## src/rtl/scnt_pkg.sv

```systemverilog
package scnt_pkg;
    localparam int ADDR_W   = 8;
    localparam int DATA_W   = 32;
    localparam int DIV_LSB  = 16;

    localparam logic [ADDR_W-1:0] OFF_CTRL    = 8'h00;
    localparam logic [ADDR_W-1:0] OFF_LIVE_LO = 8'h04;
    localparam logic [ADDR_W-1:0] OFF_LIVE_HI = 8'h08;
    localparam logic [ADDR_W-1:0] OFF_PRE_LO  = 8'h0C;
    localparam logic [ADDR_W-1:0] OFF_PRE_HI  = 8'h10;
    localparam logic [ADDR_W-1:0] OFF_SNAP_LO = 8'h14;
    localparam logic [ADDR_W-1:0] OFF_SNAP_HI = 8'h18;

    localparam int CMD_GO_BIT   = 0;
    localparam int CMD_LOAD_BIT = 1;
endpackage

```

## src/rtl/scnt_prescale.sv

```systemverilog
module scnt_prescale #(
    parameter int DIV_W = 16
) (
    input  logic             clk,
    input  logic             rst_n,
    input  logic [DIV_W-1:0] div_i,
    input  logic             restart_i,
    output logic             tick_o
);
    typedef struct packed {
        logic [DIV_W-1:0] phase;
    } pre_t;

    pre_t pre_d, pre_q;

    assign tick_o = (pre_q.phase >= div_i);

    always_comb begin
        pre_d = pre_q;
        if (restart_i || tick_o) begin
            pre_d.phase = '0;
        end else begin
            pre_d.phase = pre_q.phase + 1'b1;
        end
    end

    always_ff @(posedge clk) begin
        if (!rst_n) begin
            pre_q <= '0;
        end else begin
            pre_q <= pre_d;
        end
    end
endmodule

```

## src/rtl/scnt_core.sv

```systemverilog
module scnt_core #(
    parameter int CNT_W = 64
) (
    input  logic             clk,
    input  logic             rst_n,
    input  logic             tick_i,
    input  logic             load_i,
    input  logic             latch_i,
    input  logic [CNT_W-1:0] preload_i,
    output logic [CNT_W-1:0] count_o,
    output logic [CNT_W-1:0] snap_o
);
    typedef struct packed {
        logic [CNT_W-1:0] count;
        logic [CNT_W-1:0] snap;
    } core_t;

    core_t core_d, core_q;

    always_comb begin
        core_d = core_q;
        if (load_i) begin
            core_d.count = preload_i;
        end else if (tick_i) begin
            core_d.count = core_q.count + 1'b1;
        end
        if (latch_i) begin
            core_d.snap = core_q.count;
        end
    end

    always_ff @(posedge clk) begin
        if (!rst_n) begin
            core_q <= '0;
        end else begin
            core_q <= core_d;
        end
    end

    assign count_o = core_q.count;
    assign snap_o  = core_q.snap;
endmodule

```

## src/rtl/scnt_regs.sv

```systemverilog
module scnt_regs
    import scnt_pkg::*;
#(
    parameter int DIV_W = 16,
    parameter int CNT_W = 64
) (
    input  logic              clk,
    input  logic              rst_n,
    input  logic              wr_i,
    input  logic [ADDR_W-1:0] addr_i,
    input  logic [DATA_W-1:0] wdata_i,
    input  logic [CNT_W-1:0]  count_i,
    input  logic [CNT_W-1:0]  snap_i,
    output logic [DATA_W-1:0] rdata_o,
    output logic [DIV_W-1:0]  div_o,
    output logic [CNT_W-1:0]  preload_o,
    output logic              load_o,
    output logic              latch_o
);
    localparam int HALF_W = CNT_W / 2;

    typedef struct packed {
        logic [DIV_W-1:0]  div;
        logic [HALF_W-1:0] pre_lo;
        logic [HALF_W-1:0] pre_hi;
    } regs_t;

    regs_t regs_d, regs_q;
    logic  ctrl_hit;

    assign ctrl_hit = wr_i && (addr_i == OFF_CTRL);
    assign latch_o  = ctrl_hit && wdata_i[CMD_GO_BIT] && !wdata_i[CMD_LOAD_BIT];
    assign load_o   = ctrl_hit && wdata_i[CMD_GO_BIT] &&  wdata_i[CMD_LOAD_BIT];

    always_comb begin
        regs_d = regs_q;
        if (wr_i) begin
            case (addr_i)
                OFF_CTRL:   regs_d.div    = wdata_i[DIV_LSB +: DIV_W];
                OFF_PRE_LO: regs_d.pre_lo = wdata_i[HALF_W-1:0];
                OFF_PRE_HI: regs_d.pre_hi = wdata_i[HALF_W-1:0];
                default:    regs_d = regs_q;
            endcase
        end
    end

    always_ff @(posedge clk) begin
        if (!rst_n) begin
            regs_q <= '0;
        end else begin
            regs_q <= regs_d;
        end
    end

    always_comb begin
        rdata_o = '0;
        case (addr_i)
            OFF_CTRL:    rdata_o[DIV_LSB +: DIV_W] = regs_q.div;
            OFF_LIVE_LO: rdata_o = count_i[HALF_W-1:0];
            OFF_LIVE_HI: rdata_o = count_i[CNT_W-1:HALF_W];
            OFF_PRE_LO:  rdata_o = regs_q.pre_lo;
            OFF_PRE_HI:  rdata_o = regs_q.pre_hi;
            OFF_SNAP_LO: rdata_o = snap_i[HALF_W-1:0];
            OFF_SNAP_HI: rdata_o = snap_i[CNT_W-1:HALF_W];
            default:     rdata_o = '0;
        endcase
    end

    assign div_o     = regs_q.div;
    assign preload_o = {regs_q.pre_hi, regs_q.pre_lo};
endmodule

```

## src/rtl/snap_counter64.sv

```systemverilog
module snap_counter64
    import scnt_pkg::*;
#(
    parameter int DIV_W = 16,
    parameter int CNT_W = 2 * DATA_W
) (
    input  logic              clk,
    input  logic              rst_n,
    input  logic              bus_wr,
    input  logic [ADDR_W-1:0] bus_addr,
    input  logic [DATA_W-1:0] bus_wdata,
    output logic [DATA_W-1:0] bus_rdata
);
    logic [DIV_W-1:0] div_w;
    logic [CNT_W-1:0] pre_w;
    logic [CNT_W-1:0] count_w;
    logic [CNT_W-1:0] snap_w;
    logic             load_w;
    logic             latch_w;
    logic             tick_w;

    scnt_regs #(.DIV_W(DIV_W), .CNT_W(CNT_W)) u_regs (
        .clk       (clk),
        .rst_n     (rst_n),
        .wr_i      (bus_wr),
        .addr_i    (bus_addr),
        .wdata_i   (bus_wdata),
        .count_i   (count_w),
        .snap_i    (snap_w),
        .rdata_o   (bus_rdata),
        .div_o     (div_w),
        .preload_o (pre_w),
        .load_o    (load_w),
        .latch_o   (latch_w)
    );

    scnt_prescale #(.DIV_W(DIV_W)) u_pre (
        .clk       (clk),
        .rst_n     (rst_n),
        .div_i     (div_w),
        .restart_i (load_w),
        .tick_o    (tick_w)
    );

    scnt_core #(.CNT_W(CNT_W)) u_core (
        .clk       (clk),
        .rst_n     (rst_n),
        .tick_i    (tick_w),
        .load_i    (load_w),
        .latch_i   (latch_w),
        .preload_i (pre_w),
        .count_o   (count_w),
        .snap_o    (snap_w)
    );
endmodule

```

## config.mk

```make
export PLATFORM = sky130hd
export DESIGN_NAME = snap_counter64
export DESIGN_NICKNAME = d
export VERILOG_FILES = /design/src/rtl/scnt_pkg.sv /design/src/rtl/scnt_prescale.sv /design/src/rtl/scnt_core.sv /design/src/rtl/scnt_regs.sv /design/src/rtl/snap_counter64.sv
export SDC_FILE = /design/constraint.sdc
export NUM_CORES = 1
export LEC_CHECK = 0
export ABC_CLOCK_PERIOD_IN_PS = 6960
export BUFFER_PORTS_ARGS = -buffer_cell sky130_fd_sc_hd__buf_2
export CAP_MARGIN = 20
export CORE_MARGIN = 2
export CORE_UTILIZATION = 25
export CTS_BUF_LIST = sky130_fd_sc_hd__clkbuf_4 sky130_fd_sc_hd__clkbuf_8 sky130_fd_sc_hd__clkbuf_16
export DETAILED_ROUTE_END_ITERATION = 8
export MAX_ROUTING_LAYER = met4
export SYNTH_ARGS = -nofsm -noshare
export SYNTH_HDL_FRONTEND = slang
export SYNTH_HIERARCHICAL = 1
export SYNTH_SLANG_ARGS = --single-unit
```

## constraint.sdc

```tcl
create_clock -name clk -period 6.96 [get_ports clk]
set_clock_uncertainty 0.1 [all_clocks]
set_input_delay 1.392 -clock clk [delete_from_list [all_inputs] [get_ports clk]]
set_output_delay 1.392 -clock clk [all_outputs]
set_load 0.005 [all_outputs]
```

### Word-level counts from Yosys, hierarchy flattened

Cells that the tools add are included.
Widths: inputs -> output; s select.

* add/sub/neg operators: 2
* $lt $le $gt $ge: 1
* equality and inequality tests: 6
* mux-type cells: 4
* bitwise logic cells: 1
* reduce and logical (&&, ||, !) cells: 12

Operators with widths (number)
* $mux 64: 2
* $pmux 16 s7: 1
* $pmux 16 s6: 1
* $add 64x1->64 const B: 1
* $eq 8x5->1 const B: 3
* $add 16x1->16 const B: 1
* $eq 8x4->1 const B: 2
* $ge 16x16->1: 1
* $eq 8x3->1 const B: 1
* $logic_not 8->1: 1
* $reduce_and 2->1: 3
* $logic_and 1x1->1: 4
* $reduce_bool 2->1: 1
* $reduce_or 2->1: 1
* $logic_not 1->1: 1
* $logic_or 1x1->1: 1
* $not 1->1: 1

* register bits after elaboration: 224
* input port bits: 43
* output and inout bits: 32
* logic and storage cells: 32

### Depth between registers and ports, before layout

Gate-level depths: netlist of run 1.

* depth in word-level cells: 6
* gate-level depth with buffers: 14
* mapped depth without buffers: 11

### Cells and area by module

The synthesis of run 1 kept the hierarchy.

Modules (own cells, without submodules)
* scnt_core: times used 1, cells each 698, area an instance 6084.6 sq um
* scnt_regs: times used 1, cells each 594, area an instance 4946.0 sq um
* scnt_prescale: times used 1, cells each 126, area an instance 1116.1 sq um

### Least setup slack after synthesis of run 1

No wires, ideal clock.

* path type: input to output
* from: input bus_addr[5]
* to: output bus_rdata[29]
* arrival time: 2.716 ns
* required time: 5.468 ns
* setup slack: 2.752 ns
* stages on the path: 6
* path buffers: 2
* cell sequence: or3_1 -> buf_4 -> or3_1 -> clkbuf_1 -> o22a_1 -> o21ai_1

* word-level cells in the longest chain between the ends: 2

Ends and longest elaborated chain
* from (decl): RTL line snap_counter64.sv:10 `input logic [ADDR_W-1:0] bus_addr,`
* $eq 8x5->1 (tied with other cells): RTL line scnt_regs.sv:57 `case (addr_i)`
* $pmux 16 s7 (*): RTL line scnt_regs.sv:57
* to (decl): RTL line snap_counter64.sv:12 `output logic [DATA_W-1:0] bus_rdata`

Every way passes the cells marked *; elsewhere a longest branch is shown, timed or not.

### Worst setup path in the final report of run 1

* from: input bus_addr[2]
* to: output bus_rdata[0]

* word-level cells in the longest chain between the ends: 2

Ends and longest elaborated chain (RTL line)
* $eq 8x5->1 (tied with other cells): scnt_regs.sv:57
* $pmux 16 s6 (*): scnt_regs.sv:57

Marks and branches as above.

==> metrics.csv, run 1 <==
stage,metric,value,unit
status,status,"finished, final reports clean",
setup_path,path_cells,buf_2 -> or3b_4 -> nor4_1 -> a2bb2oi_1 -> o21ai_0 -> buf_2,
clock_network,cts_resized,0,
logic_synthesis,yosys.area.top_type,dfxtp_1,
routing,first_pass_iters,5,
clock_network,htree_levels,1,
timing,slew_headroom,21.8,%
setup_path,cp.required,5470,ps
setup_path,cp.arrival,3900,ps
setup_path,critical_path.top_delay_family,simple AND/OR/NAND/NOR gates,
hold_path,holdCritPathClass,reg -> reg,
setup_path,r2r-start,u_regs/div_o[15],
finish,final_cell_mix,"dfxtp_1 (224), nand2_1 (161), nor2_1 (136)",
clock_network,insertion_delay,550,ps
placed_design,gp_congestion,0.887,
clock_network,cts-root-buf,clkbuf_16,
logic_synthesis,yosys_register_bits,224,
floorplanning,die_height,224,um
floorplanning,fp-row-count,80,
power,design_power_total,0.00277,W
setup_path,max_stage_delay,900,ps
setup_path,start_kind,input port,
placed_design,dp_hpwl,28800,um
timing,fin_crit_sh,77.4,%
logic_synthesis,synth_top_area_share,36.9,%
logic_synthesis,async_reset_ff_share,0,%
setup_path,cp-startpoint,bus_addr[2],
logic_synthesis,synth_cell_types,78,
placed_design,portBuffers,74,
timing,hold_viol,0,
routing,drc_errors,0,
finish,n_antenna_cell,0,
clock_network,cts_hold_buf,0,
timing,finalCriticalPeriod,5390,ps
setup_path,cp_num_buf_inv,2,
floorplanning,dieWidth,224,um
floorplanning,dieArea,0.0504,mm^2
clock_network,cts_buffers,25,
global_route,grt_pass1_vias,10500,
logic_synthesis,ys_seq_area_share,36.9,%
clock_network,cts.clk_slew.worst_paths,60,ps
power,p_per_area,201,mW/mm^2
timing,max_freq,186,MHz
clock_network,cts.sinks,224,
setup_path,cpMostUsedCell,buf_2,
setup_path,reg2reg_slack,2740,ps
finish,multi_input_area,0.00707,mm^2
routing,vias,11100,
timing,finalSetupTns,0,ps
setup_path,rr_worst_depth,11,
power,switching_power,0.000641,W
setup_path,endpoint_kind,output pin,
setup_path,cp.depth,6,
finish,final_net_count,1495,
routing,postRouteAntennaNets,0,
power,power_switching_share,23.1,%
finish,final_common_cell,dfxtp_1,
global_route,grt-ovfl-total,0,
floorplanning,core_area,0.0478,mm^2
power,pwr-share-comb,4.2,%
finish,fin_util,28.9,%
logic_synthesis,avgSynthCellArea,8.57,um^2
floorplanning,initial_core_util,25.4,%
power,power_frac_seq,46.5,%
logic_synthesis,syn-num-nets,1479,
placed_design,dp_cells,2021,
clock_network,cts_tree,yes,
global_route,grt_pass1_wl,62900,um
finish,layoutNonFillerInstCount,2063,
setup_path,path_class,in -> out,
routing,avgViaCountPerCell,5.38,
logic_synthesis,syn_inst,1418,
finish,regArea,0.00448,mm^2
logic_synthesis,synth_edf_count,0,
timing,setup_viol,0,
power,p_clk_share,49.3,%
logic_synthesis,ys.flop_type,dfxtp_1,
power,p_leak,4.67,nW
logic_synthesis,ys.warnings.count,6,
finish,fill_cells,5038,
setup_path,crit_path_end,bus_rdata[0],
global_route,track_usage,16.4,%
finish,fin_area,0.0138,mm^2
timing,tightest_slew,1160,ps
finish,layout-drive-gt1-share,16.7,%
placed_design,dpl_cell_area,0.0130,mm^2
finish,syn2layout_area_growth,13.7,%
routing,wl_per_cell,19.9,um
setup_path,worst_path_max_delay_cell,nor4_1,
setup_path,cp_max_fo,23,
routing,drtIter0Drc,1144,
run,drv_cap,0,
logic_synthesis,yosys-top-cells-area,"dfxtp_1 (37%), mux2i_1 (8.4%), nand2_1 (5.0%), nor2_1 (4.2%), mux2_2 (3.6%)",
power,cell_internal_pwr,0.00213,W
global_route,antenna_found_initial,0,
setup_path,worstReg2RegEnd,u_core/count_o[54],
clock_network,clk_path_buf_depth,3,
floorplanning,io_pins,75,
global_route,grt_max_degree,68,
timing,rsz0062_at_grt,false,
logic_synthesis,syn_area,0.0121,mm^2
timing,slew_violations,0,
routing,postRouteWirelength,41100,um
power,peakVddDrop,0.000154,V
clock_network,postCtsSetupBuffers,0,
## registers in the layout, summed over array words and instances (netlist names)
name,count
u_regs/preload_o,64
u_core/snap_o,64
u_regs/div_o,16
u_pre/pre_q,16
u_core/count_o,64
## metrics by stage
stage | hold slack, ps | worst slack, ps
2_1_floorplan | 334 | 2750
3_3_place_gp | 350 | 1770
3_5_place_dp | 363 | 1690
4_1_cts | 371 | 1710
5_1_grt | 391 | 1570
6_report | 374 | 1570
## power by group through the flow
| stage | Sequential [W] | Combinational (W) | Clock (W) |
|---|---|---|---|
| floorplan | 0.00132 | 0.0000704 | 0 |
| global placement | 0.00132 | 0.000114 | 0 |
| detailed placement | 0.00132 | 0.000116 | 0 |
| CTS | 0.00129 | 0.000116 | 0.00139 |
| global route | 0.00129 | 0.000126 | 0.00143 |
| finish | 0.00129 | 0.000117 | 0.00137 |
## worst reg2reg max path: cells and delay by family, from the launching register on
kind | cells | cell delay [ps]
AOI/OAI and AO/OA | 1 | 170
adders and majority gates | 1 | 300
DFF | 1 | 410
and+or+nand+nor | 8 | 3030
buffers and inverters | 1 | 80
## cells in the mapped netlist, drive strengths merged, types with 3 or more instances
library cell and n:
a2111o 3, a211o 7, a211oi 23, a21boi 48
a21oi 26, a221o 6, a221oi 7, a22oi 29
a2bb2oi 4, a311oi 7, a32oi 9, and2 7
and3 20, and4 14, buf 39, clkbuf 69
dfxtp 224, ha 18, inv 26, mux2 39
mux2i 102, nand2 161, nand3 77, nand4 36
nor2 147, nor2b 10, nor3 27, nor3b 9
nor4 21, nor4b 7, o2111a 4, o211a 3
o21ai 96, o22a 9, o32a 6, or3 12
or4 5, xnor2 25, xor2 13
## routing by layer
layer  part of all wire, %  track usage, %
met5                     0               -
met4                   5.5            8.87
met3                   6.0            1.74
met2                    46            26.2
met1                    42            20.5
## worst min-delay path by stage
stage	start	cells past startpoint	end
floorplan	u_regs/preload_o[31]	2	u_regs/preload_o[31]
global placement	u_regs/preload_o[62]	2	u_regs/preload_o[62]
detailed placement	u_regs/preload_o[62]	2	u_regs/preload_o[62]
CTS	u_regs/preload_o[62]	2	u_regs/preload_o[62]
finish	u_regs/preload_o[52]	2	u_regs/preload_o[52]
global route	u_regs/preload_o[56]	2	u_regs/preload_o[56]
## layout make-up
type                            instances  share of cell area, %
Timing Repair Buffer                   97                   4.04
Clock inverter                          6                  0.643
Sequential cell                       224                   32.5
Clock buffer                           35                   5.39
Tap cell                              615                   5.57
Multi-Input combinational cell       1059                   51.2
Inverter                               27                  0.734
## kinds of logic (layout without fill, tap and decap cells)
kind of cell,after synthesis,after routing,share of synthesized area [%]
compound gates,296,296,17.7
flops,224,224,36.9
fa+ha+maj,18,18,1.85
xor+xnor,38,38,2.74
buf+inv,135,165,5.01
simple gates,566,566,23.8
mux,141,141,12.0
No activity file was read; power rests on OpenSTA's default activity.
==> run 2: changes to the inputs <==
--- a/config.mk
+++ b/config.mk
@@ -5,7 +5,7 @@
 export SDC_FILE = /design/constraint.sdc
 export NUM_CORES = 1
 export LEC_CHECK = 0
-export ABC_CLOCK_PERIOD_IN_PS = 6960
+export ABC_CLOCK_PERIOD_IN_PS = 5160
 export BUFFER_PORTS_ARGS = -buffer_cell sky130_fd_sc_hd__buf_2
 export CAP_MARGIN = 20
 export CORE_MARGIN = 2
==> constraint.sdc (replaced) <==
create_clock -name clk -period 5.16 [get_ports clk]
set_clock_uncertainty 0.1 [all_clocks]
set_input_delay 1.032 -clock clk [delete_from_list [all_inputs] [get_ports clk]]
set_output_delay 1.032 -clock clk [all_outputs]
set_load 0.005 [all_outputs]
==> run 2 against run 1 <==
First-iteration DRC count fell by 3.0%. Sequential share of layout area fell by 0.39 points. Cell count rose by 0.82%. Critical path depth rose by 1. Global-route usage rose by 0.27 points. Routed wire length rose by 1.4%. Critical endpoint is now bus_rdata[11]. Via count rose by 0.52%. Design area rose by 1.2%. Critical path type unchanged. Clock power rose by 44%. Non-clock buffer count rose by 14.
==> metrics.csv, run 2 (synthesis results as in run 1) <==
stage,metric,value,unit
floorplanning,die_height,224,um
placed_design,dp_hpwl,29100,um
setup_path,path_cells,buf_2 -> nor2b_1 -> buf_4 -> and2_1 -> a22oi_1 -> o21ai_0 -> buf_2,
routing,postRouteAntennaNets,0,
timing,finalCriticalPeriod,4240,ps
finish,final_common_cell,dfxtp_1,
timing,slew_violations,0,
global_route,grt_max_degree,102,
timing,finalSetupTns,0,ps
clock_network,cts_tree,yes,
global_route,track_usage,16.7,%
finish,final_net_count,1508,
clock_network,cts-root-buf,clkbuf_16,
timing,fin_crit_sh,82.1,%
floorplanning,initial_core_util,25.4,%
setup_path,cp.arrival,3100,ps
hold_path,hold_end,u_regs/preload_o[0],
power,power_switching_share,22.8,%
timing,hold_viol,0,
setup_path,r2r-start,u_regs/div_o[15],
clock_network,cts.clk_slew.worst_paths,60,ps
finish,layoutNonFillerInstCount,2080,
power,p_clk_share,50.8,%
placed_design,gp_congestion,0.915,
power,power_frac_seq,44.9,%
clock_network,insertion_delay,540,ps
timing,setup_viol,0,
timing,max_freq,236,MHz
power,peakVddDrop,0.000211,V
placed_design,portBuffers,74,
setup_path,endpoint_kind,output pin,
timing,worst_hold_slack,374,ps
setup_path,cp.required,4030,ps
floorplanning,core_area,0.0478,mm^2
timing,tightest_slew,1010,ps
global_route,grt_pass1_wl,64000,um
power,cell_internal_pwr,0.00299,W
floorplanning,fp-row-count,80,
clock_network,cts_buffers,24,
routing,drc_errors,0,
floorplanning,dieWidth,224,um
hold_path,worstHoldStart,u_regs/preload_o[0],
setup_path,max_stage_delay,570,ps
floorplanning,io_pins,75,
finish,final_cell_mix,"dfxtp_1 (224), nand2_1 (161), nor2_1 (136)",
setup_path,worstReg2RegEnd,u_core/count_o[57],
routing,wl_per_cell,20.1,um
global_route,grt-ovfl-total,0,
routing,first_pass_iters,5,
finish,fill_cells,5056,
power,switching_power,0.000884,W
hold_path,whs_path_depth,2,
setup_path,cp_max_fo,28,
setup_path,cpMostUsedCell,buf_2,
clock_network,cts_resized,0,
setup_path,rr_worst_depth,11,
power,pwr-share-comb,4.3,%
routing,postRouteWirelength,41700,um
clock_network,htree_levels,1,
timing,rsz0062_at_grt,false,
power,p_leak,4.77,nW
finish,layout-drive-gt1-share,17.5,%
clock_network,cts.sinks,224,
clock_network,cts_hold_buf,0,
clock_network,clk_path_buf_depth,3,
setup_path,path_class,in -> out,
timing,slew_headroom,32.9,%
power,p_per_area,277,mW/mm^2
setup_path,reg2reg_slack,1290,ps
floorplanning,dieArea,0.0504,mm^2
setup_path,worst_path_max_delay_cell,buf_2,
setup_path,cp-startpoint,bus_addr[4],
run,drv_cap,0,
clock_network,postCtsSetupBuffers,0,
finish,syn2layout_area_growth,15.1,%
routing,vias,11200,
hold_path,holdCritPathClass,reg -> reg,
global_route,grt_pass1_vias,10700,
routing,avgViaCountPerCell,5.36,
setup_path,start_kind,input port,
status,status,"finished, final reports clean",
routing,drtIter0Drc,1110,
global_route,antenna_found_initial,0,
placed_design,dp_cells,2035,
## run 2: worst max-delay path: cells and delay by family
kind                   cells  cell delay, ps
AND/OR/NAND/NOR            2             510
AO/OA/AOI/OAI              2             520
buffers and inverters      3            1010
## run 2: layer usage
metal	track usage (%)	share of wire [%]
met1	21.0	42
met2	26.8	47
met3	1.76	5.8
met4	8.18	4.7
met5	-	0
## run 2: per-stage QoR
step / worst slack (ps) / util [%] / total power [W] / cell area, um^2
floorplan: 1670 / - / 0.00187 / 12100
global placement: 996 / 27.3 / 0.00194 / 13100
detailed placement: 979 / 27.3 / 0.00194 / 13100
CTS: 976 / 29.2 / 0.00390 / 14000
global route: 856 / 29.2 / 0.00399 / 14000
finish: 924 / 29.2 / 0.00388 / 14000
## run 2: worst max-delay path by stage
stage / endpoint / slack (ps) / cells after the start
after floorplan: bus_rdata[29] / 1670 / 6
after global placement: bus_rdata[12] / 1000 / 7
after detailed placement: bus_rdata[12] / 980 / 7
after CTS: bus_rdata[12] / 980 / 7
after global routing: bus_rdata[26] / 860 / 8
final: bus_rdata[11] / 920 / 7
## run 2: power by group through the flow
stage / clock network, W / logic [W] / registers [W]
floorplan: 0 / 0.0000949 / 0.00178
global placement: 0 / 0.000162 / 0.00178
detailed placement: 0 / 0.000165 / 0.00178
CTS: 0.00200 / 0.000165 / 0.00174
global route: 0.00207 / 0.000177 / 0.00174
finish: 0.00197 / 0.000167 / 0.00174
## run 2: layout make-up
type | instances | area (um^2) | area share (%)
Timing Repair Buffer | 111 | 667 | 4.77
Sequential cell | 224 | 4480 | 32.1
Clock inverter | 11 | 195 | 1.40
Antenna cell | 1 | 2.50 | 0.0179
Clock buffer | 32 | 703 | 5.03
Multi-Input combinational cell | 1059 | 7060 | 50.5
Tap cell | 615 | 769 | 5.50
Inverter | 27 | 101 | 0.725
